[config.mk]
export PLATFORM = sky130hd
export DESIGN_NAME = hello_seq_top
export DESIGN_NICKNAME = d
export VERILOG_FILES = /design/src/rtl/hello_seq_pkg.sv /design/src/rtl/hello_seq_ctrl.sv /design/src/rtl/hello_seq_dp.sv /design/src/rtl/hello_seq_top.sv
export SDC_FILE = /design/constraint.sdc
export NUM_CORES = 1
export LEC_CHECK = 0
export ABC_AREA = 1
export CORE_AREA = 8 8 45 47
export CTS_CLUSTER_DIAMETER = 120
export DETAILED_ROUTE_END_ITERATION = 12
export DIE_AREA = 0 0 53 55
export DONT_BUFFER_PORTS = 1
export GPL_ROUTABILITY_DRIVEN = 0
export PLACE_DENSITY_LB_ADDON = 0.25
export RECOVER_POWER = 100
export SLEW_MARGIN = 20
export SYNTH_ARGS = -nofsm -noshare
export SYNTH_HDL_FRONTEND = slang
export SYNTH_SLANG_ARGS = --single-unit
[constraint.sdc]
create_clock -name clk -period 2.2 [get_ports clk]
set_clock_uncertainty 0.1 [all_clocks]
set_input_delay 0.11 -clock clk [delete_from_list [all_inputs] [get_ports clk]]
set_output_delay 0.11 -clock clk [all_outputs]
set_load 0.005 [all_outputs]
[src/rtl/hello_seq_pkg.sv]
package hello_seq_pkg;
  localparam int NUM_STATES = 5;
  localparam int STATE_W = $clog2(NUM_STATES);
  localparam int SEG_W = 7;

  typedef logic [STATE_W-1:0] stateT;
  typedef logic [SEG_W-1:0] segT;

  localparam stateT FIRST_STATE = stateT'(0);
  localparam stateT LAST_STATE = stateT'(NUM_STATES - 1);

  // strobes from control to datapath
  typedef struct packed {
    logic clear;   // load first state
    logic step;    // increment state
    logic wrap;    // step from last state back to first
  } strobeT;

  localparam segT GLYPH_H   = 7'b1110110;
  localparam segT GLYPH_E   = 7'b1111001;
  localparam segT GLYPH_L   = 7'b0111000;
  localparam segT GLYPH_O   = 7'b0111111;
  localparam segT GLYPH_OFF = 7'b0000000;

  function automatic segT glyphOf(input stateT s);
    case (s)
      stateT'(0): glyphOf = GLYPH_H;
      stateT'(1): glyphOf = GLYPH_E;
      stateT'(2): glyphOf = GLYPH_L;
      stateT'(3): glyphOf = GLYPH_L;
      stateT'(4): glyphOf = GLYPH_O;
      default:    glyphOf = GLYPH_OFF;
    endcase
  endfunction
endpackage

[src/rtl/hello_seq_ctrl.sv]
module hello_seq_ctrl
  import hello_seq_pkg::*;
(
  input  logic   clk,
  input  logic   rst,
  input  logic   advEn,
  input  stateT  curState,
  output strobeT strobes
);
  logic outOfRange;
  logic atLast;

  assign outOfRange = (curState > LAST_STATE);
  assign atLast = (curState == LAST_STATE);

  always_comb begin
    strobes = '0;
    strobes.clear = rst | outOfRange;
    strobes.step = advEn & ~strobes.clear;
    strobes.wrap = strobes.step & atLast;
  end

  // reset always produces a clear strobe and never a step
  a_r1_reset_clears: assert property (@(posedge clk)
    rst |-> (strobes.clear && !strobes.step));

  // no advance request, no step
  a_r2_idle_no_step: assert property (@(posedge clk) disable iff (rst)
    !advEn |-> !strobes.step);
endmodule

[src/rtl/hello_seq_dp.sv]
module hello_seq_dp
  import hello_seq_pkg::*;
(
  input  logic   clk,
  input  logic   rst,
  input  strobeT strobes,
  output stateT  stateQ,
  output segT    segOut
);
  stateT stateNext;

  always_comb begin
    if (strobes.clear || strobes.wrap) stateNext = FIRST_STATE;
    else if (strobes.step)             stateNext = stateQ + stateT'(1);
    else                               stateNext = stateQ;
  end

  always_ff @(posedge clk) stateQ <= stateNext;

  assign segOut = glyphOf(stateQ);

  // reset lands on the first state
  a_r1_reset_state: assert property (@(posedge clk)
    rst |=> (stateQ == FIRST_STATE));

  // hold when idle
  a_r2_hold: assert property (@(posedge clk) disable iff (rst)
    (!strobes.step && !strobes.clear) |=> $stable(stateQ));

  // ordinary step increments
  a_r3_increment: assert property (@(posedge clk) disable iff (rst)
    (strobes.step && !strobes.wrap) |=> (stateQ == $past(stateQ) + stateT'(1)));

  // wrap returns to the first state
  a_r4_wrap: assert property (@(posedge clk) disable iff (rst)
    strobes.wrap |=> (stateQ == FIRST_STATE));

  // state stays in range
  a_r6_in_range: assert property (@(posedge clk) disable iff (rst)
    stateQ <= LAST_STATE);

  // glyph follows state in the same cycle
  a_r7_glyph_tracks: assert property (@(posedge clk) disable iff (rst)
    $stable(stateQ) |-> $stable(segOut));
endmodule

[src/rtl/hello_seq_top.sv]
module hello_seq_top
  import hello_seq_pkg::*;
(
  input  logic             clk,
  input  logic             rst,
  input  logic             advEn,
  output logic [STATE_W-1:0] stateOut,
  output logic [SEG_W-1:0]   segOut
);
  strobeT strobes;
  stateT stateQ;

  hello_seq_ctrl u_ctrl (
    .clk(clk), .rst(rst), .advEn(advEn),
    .curState(stateQ), .strobes(strobes)
  );

  hello_seq_dp u_dp (
    .clk(clk), .rst(rst), .strobes(strobes),
    .stateQ(stateQ), .segOut(segOut)
  );

  assign stateOut = stateQ;
endmodule

==> results of run 1 <==
-- report_power, final --
group | internal [mW] | switching, mW | leakage, nW
Clock | 0.0679 | 0.0277 | 0.0150
Sequential | 0.0583 | 0.00615 | 0.0246
Combinational | 0.0146 | 0.0209 | 0.0959
-- layout by cell type, fill, tap and decap left out, drive strengths merged --
| cell type | netlist | routed |
|---|---|---|
| nand4 | 1 | 1 |
| clkbuf | 1 | 4 |
| nor2 | 3 | 3 |
| inv | 7 | 7 |
| a21oi | 1 | 1 |
| o21ai | 1 | 1 |
| a21boi | 1 | 1 |
| dlygate4sd3 | 0 | 2 |
| nand3 | 4 | 4 |
| dfxtp | 3 | 3 |
| or2 | 1 | 1 |
| ha | 4 | 4 |
| xnor2 | 1 | 1 |
| nand2 | 6 | 6 |
-- final timing paths --
path	startpoint	end	slack, ns	depth (start not counted)
setup reg to reg	u_dp.stateQ[0]	u_dp.stateQ[2]	0.86	5
hold / removal	advEn	u_dp.stateQ[1]	0.02	3
setup / recovery	u_dp.stateQ[0]	segOut[3]	0.45	4
hold reg to reg	u_dp.stateQ[2]	u_dp.stateQ[2]	0.46	2
-- worst register-to-register path, stage by stage (launching register included) --
cell	delay, ns
dfxtp_1	0.45
inv_1	0.10
ha_1	0.28
nand3_1	0.12
nand3_1	0.10
a21oi_1	0.12
-- layer usage --
layer | track usage [%] | share of wire, % | up-vias
li1 | - | - | 115
met1 | 3.338 | 37 | 85
met2 | 7.031 | 51 | 10
met3 | 4.278 | 12 | 0
met4 | 3.879 | 0 | 0
met5 | 0 | 0 | -
-- cell usage after synthesis --
master / number
inv_1: 6
nand2_1: 6
ha_1: 4
nand3_1: 4
dfxtp_1: 3
nor2_1: 3
buf_4: 2
a21boi_1: 1
a21oi_1: 1
clkbuf_1: 1
inv_2: 1
nand4_1: 1
o21ai_0: 1
or2_4: 1
xnor2_1: 1
-- cell families after synthesis --
logic type	after synthesis	synth area share (%)
fa+ha+maj	4	20.00
compound gates	3	6.997
buf+inv	10	17.99
flops	3	24.00
xor+xnor	1	3.501
simple gates	15	27.50
-- per-stage QoR --
step / cell area, um2 / util [%] / hold slack, ns
global placement: 251.5 / 18.17 / 0.1710
finish: 295.3 / 21.34 / 0.01623
detailed placement: 251.5 / 18.17 / 0.1765
CTS: 297.8 / 21.52 / 0.01062
global route: 295.3 / 21.34 / 0.02947
floorplan: 250.2 / - / 0.1618
-- final cells by class --
cell class	count	area [um2]
fillers	161	1089
inverters	7	26.28
clock buffers	4	26.28
multi-input cells	23	142.6
repair buffers	2	20.02
flip-flops and latches	3	60.06
well taps	16	20.02
==> impl_metrics.py, run 1 <==
metrics = {
    "run_status": {
        "status": "complete, no violations",
    },
    "logic_synthesis": {
        "avgSynthCellArea_um2": 6.951,
        "synth_top_area_share_pct": 24.00,
        "post-synth-top-area-cell": "dfxtp_1",
        "synthTopCellsByArea": "dfxtp_1 24%, ha_1 20%, inv_1 9.0%",
        "synth_area_um2": 250.2,
        "ys_warn_count": 0,
        "synth_nets": 43,
        "yosysUniqueCellTypes": 15,
        "synth_seq_cells": 3,
        "yosysSeqAreaShare_pct": 24.00,
        "syn_inst": 36,
    },
    "timing": {
        "fmax_mhz": 570.1,
        "layout_setup_ws_ns": 0.4459,
        "finalSetupViolations": 0,
        "setup_tns_ns": 0,
        "fin_crit_ns": 1.754,
        "relSlewSlack_pct": 83.30,
        "tightest_slew_ns": 0.2482,
        "slew_viol_final": 0,
        "fin_crit_sh_pct": 79.73,
        "rsz0062_at_grt": "no",
        "hold_viol": 0,
    },
    "clock_tree": {
        "clock_latency_ns": 0.23,
        "cts_root_buf": "clkbuf_4",
        "cts_buffer_depth": 2,
        "cts_made_buffers": 3,
        "cts-resized-gates": 0,
        "cts_tree": "yes",
        "cts.sinks": 3,
        "cts_max_level": 1,
        "hold_buffers": 2,
        "path_clk_slew_ns": 0.04,
        "post_cts_buffers": 0,
    },
    "layout": {
        "largest_register_ffs": 3,
        "reg_top3": "u_dp.stateQ (3)",
        "final_net_count": 47,
        "layout.cells.non_filler": 55,
        "diodes": 0,
        "area_growth_pct": 18.00,
        "regMostFlops": "u_dp.stateQ",
        "layout-drive-gt1-share_pct": 10.26,
    },
    "power": {
        "power_density_mw_per_mm2": 662.2,
        "ir_drop_mv": 0.1197,
        "power_uw": 195.5,
        "leakagePower_nw": 0.1355,
    },
    "floorplanning": {
        "dieArea_mm2": 0.002915,
        "chipHeight_um": 55,
        "ios": 13,
        "core_area_mm2": 0.001384,
        "die_w_um": 53,
        "start_util_pct": 18.08,
        "num_rows": 14,
    },
    "detailed_routing": {
        "firstDrtPassIters": 2,
        "wl_um": 552,
        "drc": 0,
        "wl_per_cell_um": 10.04,
        "ant_nets": 0,
        "vias_per_cell": 3.818,
        "first_iter_violations": 2,
        "num_vias": 210,
    },
    "placed_design": {
        "io_buffers": 0,
        "dpl_worst_slack_ns": 0.7227,
        "place_hpwl_um": 440.1,
        "dp.cells": 49,
    },
    "global_routing": {
        "grt_usage_pct": 4.533,
        "grt_max_degree": 7,
        "grt_overflow_total": 0,
        "grt_pass1_vias": 213,
        "grt_pass1_wl_um": 890,
        "antenna_found_initial": 0,
    },
    "run": {
        "max_cap_viol_count": 0,
    },
    "critical_path": {
        "endpoint_kind": "output port",
        "path_buf_inv": 1,
        "required_ns": 1.99,
        "cp_data_arrival_time_ns": 1.54,
        "cp_max_fo": 5,
        "path_class": "register to output port",
        "cpPeakStageDelay_ns": 0.45,
        "worstPathCellList": "inv_1 > ha_1 > or2_0 > a21boi_0",
        "crit_slowest_cell": "dfxtp_1",
        "cp_top_family": "flip-flops",
        "critPathLaunchType": "register",
    },
    "min_path": {
        "min_path_type": "input port to register",
    },
}
Note: power is estimated with default switching activity, not from simulation.
==> inputs of run 2 (changes only) <==
clock period = 1.65 ns   (was 2.2 ns; I/O delays follow)
==> run 2 against run 1 <==
Sequential share of layout area decreased by 0.67 points. Via count is 5.2% higher. First-iteration DRC count fell by 100%. Clock-buffer cell count unchanged. Total power up 36%. Combinational power grew 61%. Setup slack worse by 0.29 ns. Core utilization is 0.72 points higher. Routed wire length rose by 3.1%. Critical path type unchanged. Critical endpoint unchanged. Largest cell class unchanged.
==> impl_metrics.py, run 2 (synthesized netlist as in run 1, its figures left out) <==
metrics = {
    "critical_path": {
        "path_class": "register to output port",
        "cp_data_arrival_time_ns": 1.31,
        "required_ns": 1.47,
        "r2r_slack_ns": 0.46,
        "cp_max_fo": 4,
        "endpoint_kind": "output port",
        "critPathLaunchType": "register",
    },
    "floorplanning": {
        "die_w_um": 53,
        "ios": 13,
        "dieArea_mm2": 0.002915,
        "core_area_mm2": 0.001384,
        "chipHeight_um": 55,
        "num_rows": 14,
        "start_util_pct": 18.08,
    },
    "layout": {
        "diodes": 0,
        "final_cell_mix": "6 x inv_1, 6 x nand2_1, 4 x nand3_1, 4 x ha_1",
        "largest_register_ffs": 3,
        "reg_top3": "u_dp.stateQ (3)",
        "final_net_count": 49,
        "final.fill_count": 162,
        "regMostFlops": "u_dp.stateQ",
        "utilization_pct": 22.06,
        "layout.cells.non_filler": 57,
        "design_area_um2": 305.3,
        "layout-drive-gt1-share_pct": 12.20,
        "area_growth_pct": 22.00,
    },
    "global_routing": {
        "grt_usage_pct": 4.746,
        "grt_overflow_total": 0,
        "grt_max_degree": 7,
        "antenna_found_initial": 0,
        "grt_pass1_wl_um": 938,
        "grt-busiest-layer": "met2",
        "globalRouteMet3Util_pct": 4.278,
        "grtUsageMet1_pct": 3.782,
        "use_met2_pct": 6.641,
        "grt_pass1_vias": 220,
    },
    "clock_tree": {
        "cts_buffer_depth": 2,
        "cts_max_level": 1,
        "hold_buffers": 2,
        "cts_tree": "yes",
        "clock_latency_ns": 0.23,
        "post_cts_buffers": 0,
        "path_clk_slew_ns": 0.04,
        "cts_root_buf": "clkbuf_4",
        "cts_made_buffers": 3,
        "cts-resized-gates": 0,
        "cts.sinks": 3,
    },
    "timing": {
        "rsz0062_at_grt": "no",
        "tightest_slew_ns": 0.2723,
        "fin_crit_ns": 1.491,
        "slew_viol_final": 0,
        "finalSetupViolations": 0,
        "fin_crit_sh_pct": 90.38,
        "hold_viol": 0,
        "fmax_mhz": 670.6,
        "setup_tns_ns": 0,
        "relSlewSlack_pct": 81.82,
    },
    "placed_design": {
        "dp.cells": 51,
        "io_buffers": 0,
        "placed_cell_area_um2": 266.5,
        "place_hpwl_um": 476.6,
    },
    "detailed_routing": {
        "wl_um": 569,
        "ant_nets": 0,
        "drc": 0,
        "num_vias": 221,
        "vias_per_cell": 3.877,
        "wl_per_cell_um": 9.982,
        "firstDrtPassIters": 1,
        "first_iter_violations": 0,
    },
    "power": {
        "ir_drop_mv": 0.2564,
        "power_uw": 265.7,
        "power_density_mw_per_mm2": 870.2,
        "leakagePower_nw": 0.1404,
    },
    "run": {
        "max_cap_viol_count": 0,
    },
    "min_path": {
        "min_path_type": "register to register",
    },
    "run_status": {
        "status": "complete, no violations",
    },
}
run 2: cell types whose count changed in the layout (fill, tap and decap cells not counted), sizes merged:
| cell | before | now |
|---|---|---|
| clkbuf | 4 | 6 |
run 2: worst paths after layout:
| check | startpoint | endpoint | depth (start not counted) |
|---|---|---|---|
| setup / recovery | u_dp.stateQ[1] | segOut[3] | 4 |
| setup reg to reg | u_dp.stateQ[1] | u_dp.stateQ[2] | 5 |
| hold reg to reg | u_dp.stateQ[2] | u_dp.stateQ[2] | 2 |
| hold / removal | u_dp.stateQ[2] | u_dp.stateQ[2] | 2 |
run 2: power breakdown:
group / internal (mW) / leakage, nW / switching, mW
logic: 0.0219 / 0.101 / 0.0351
clock network: 0.0906 / 0.0150 / 0.0378
registers: 0.0777 / 0.0246 / 0.00255
run 2: layout make-up:
class | instances | area (um2) | share of cell area [%]
multi-input cells | 23 | 145.1 | 47.54
flip-flops and latches | 3 | 60.06 | 19.67
repair buffers | 4 | 27.53 | 9.016
clock buffers | 4 | 26.28 | 8.607
inverters | 7 | 26.28 | 8.607
well taps | 16 | 20.02 | 6.557
run 2: worst max-delay path: stages (launching register included):
cell and delay (ns):
dfxtp_1 0.31, inv_1 0.08, ha_1 0.25, or2_4 0.29, a21boi_1 0.15
run 2: layer usage:
layer | vias to the layer above | part of all wire (%)
li1 | 119 | -
met1 | 94 | 37
met2 | 8 | 47
met3 | 0 | 15
met4 | 0 | 0
met5 | - | 0
run 2: through the flow:
stage	hold slack [ns]	setup slack, ns
after global placement	0.1500	0.3986
final	0.4777	0.1587
after floorplan	0.1343	0.3916
after global routing	0.5140	0.05839
after detailed placement	0.1614	0.3946
after CTS	0.4818	0.1365
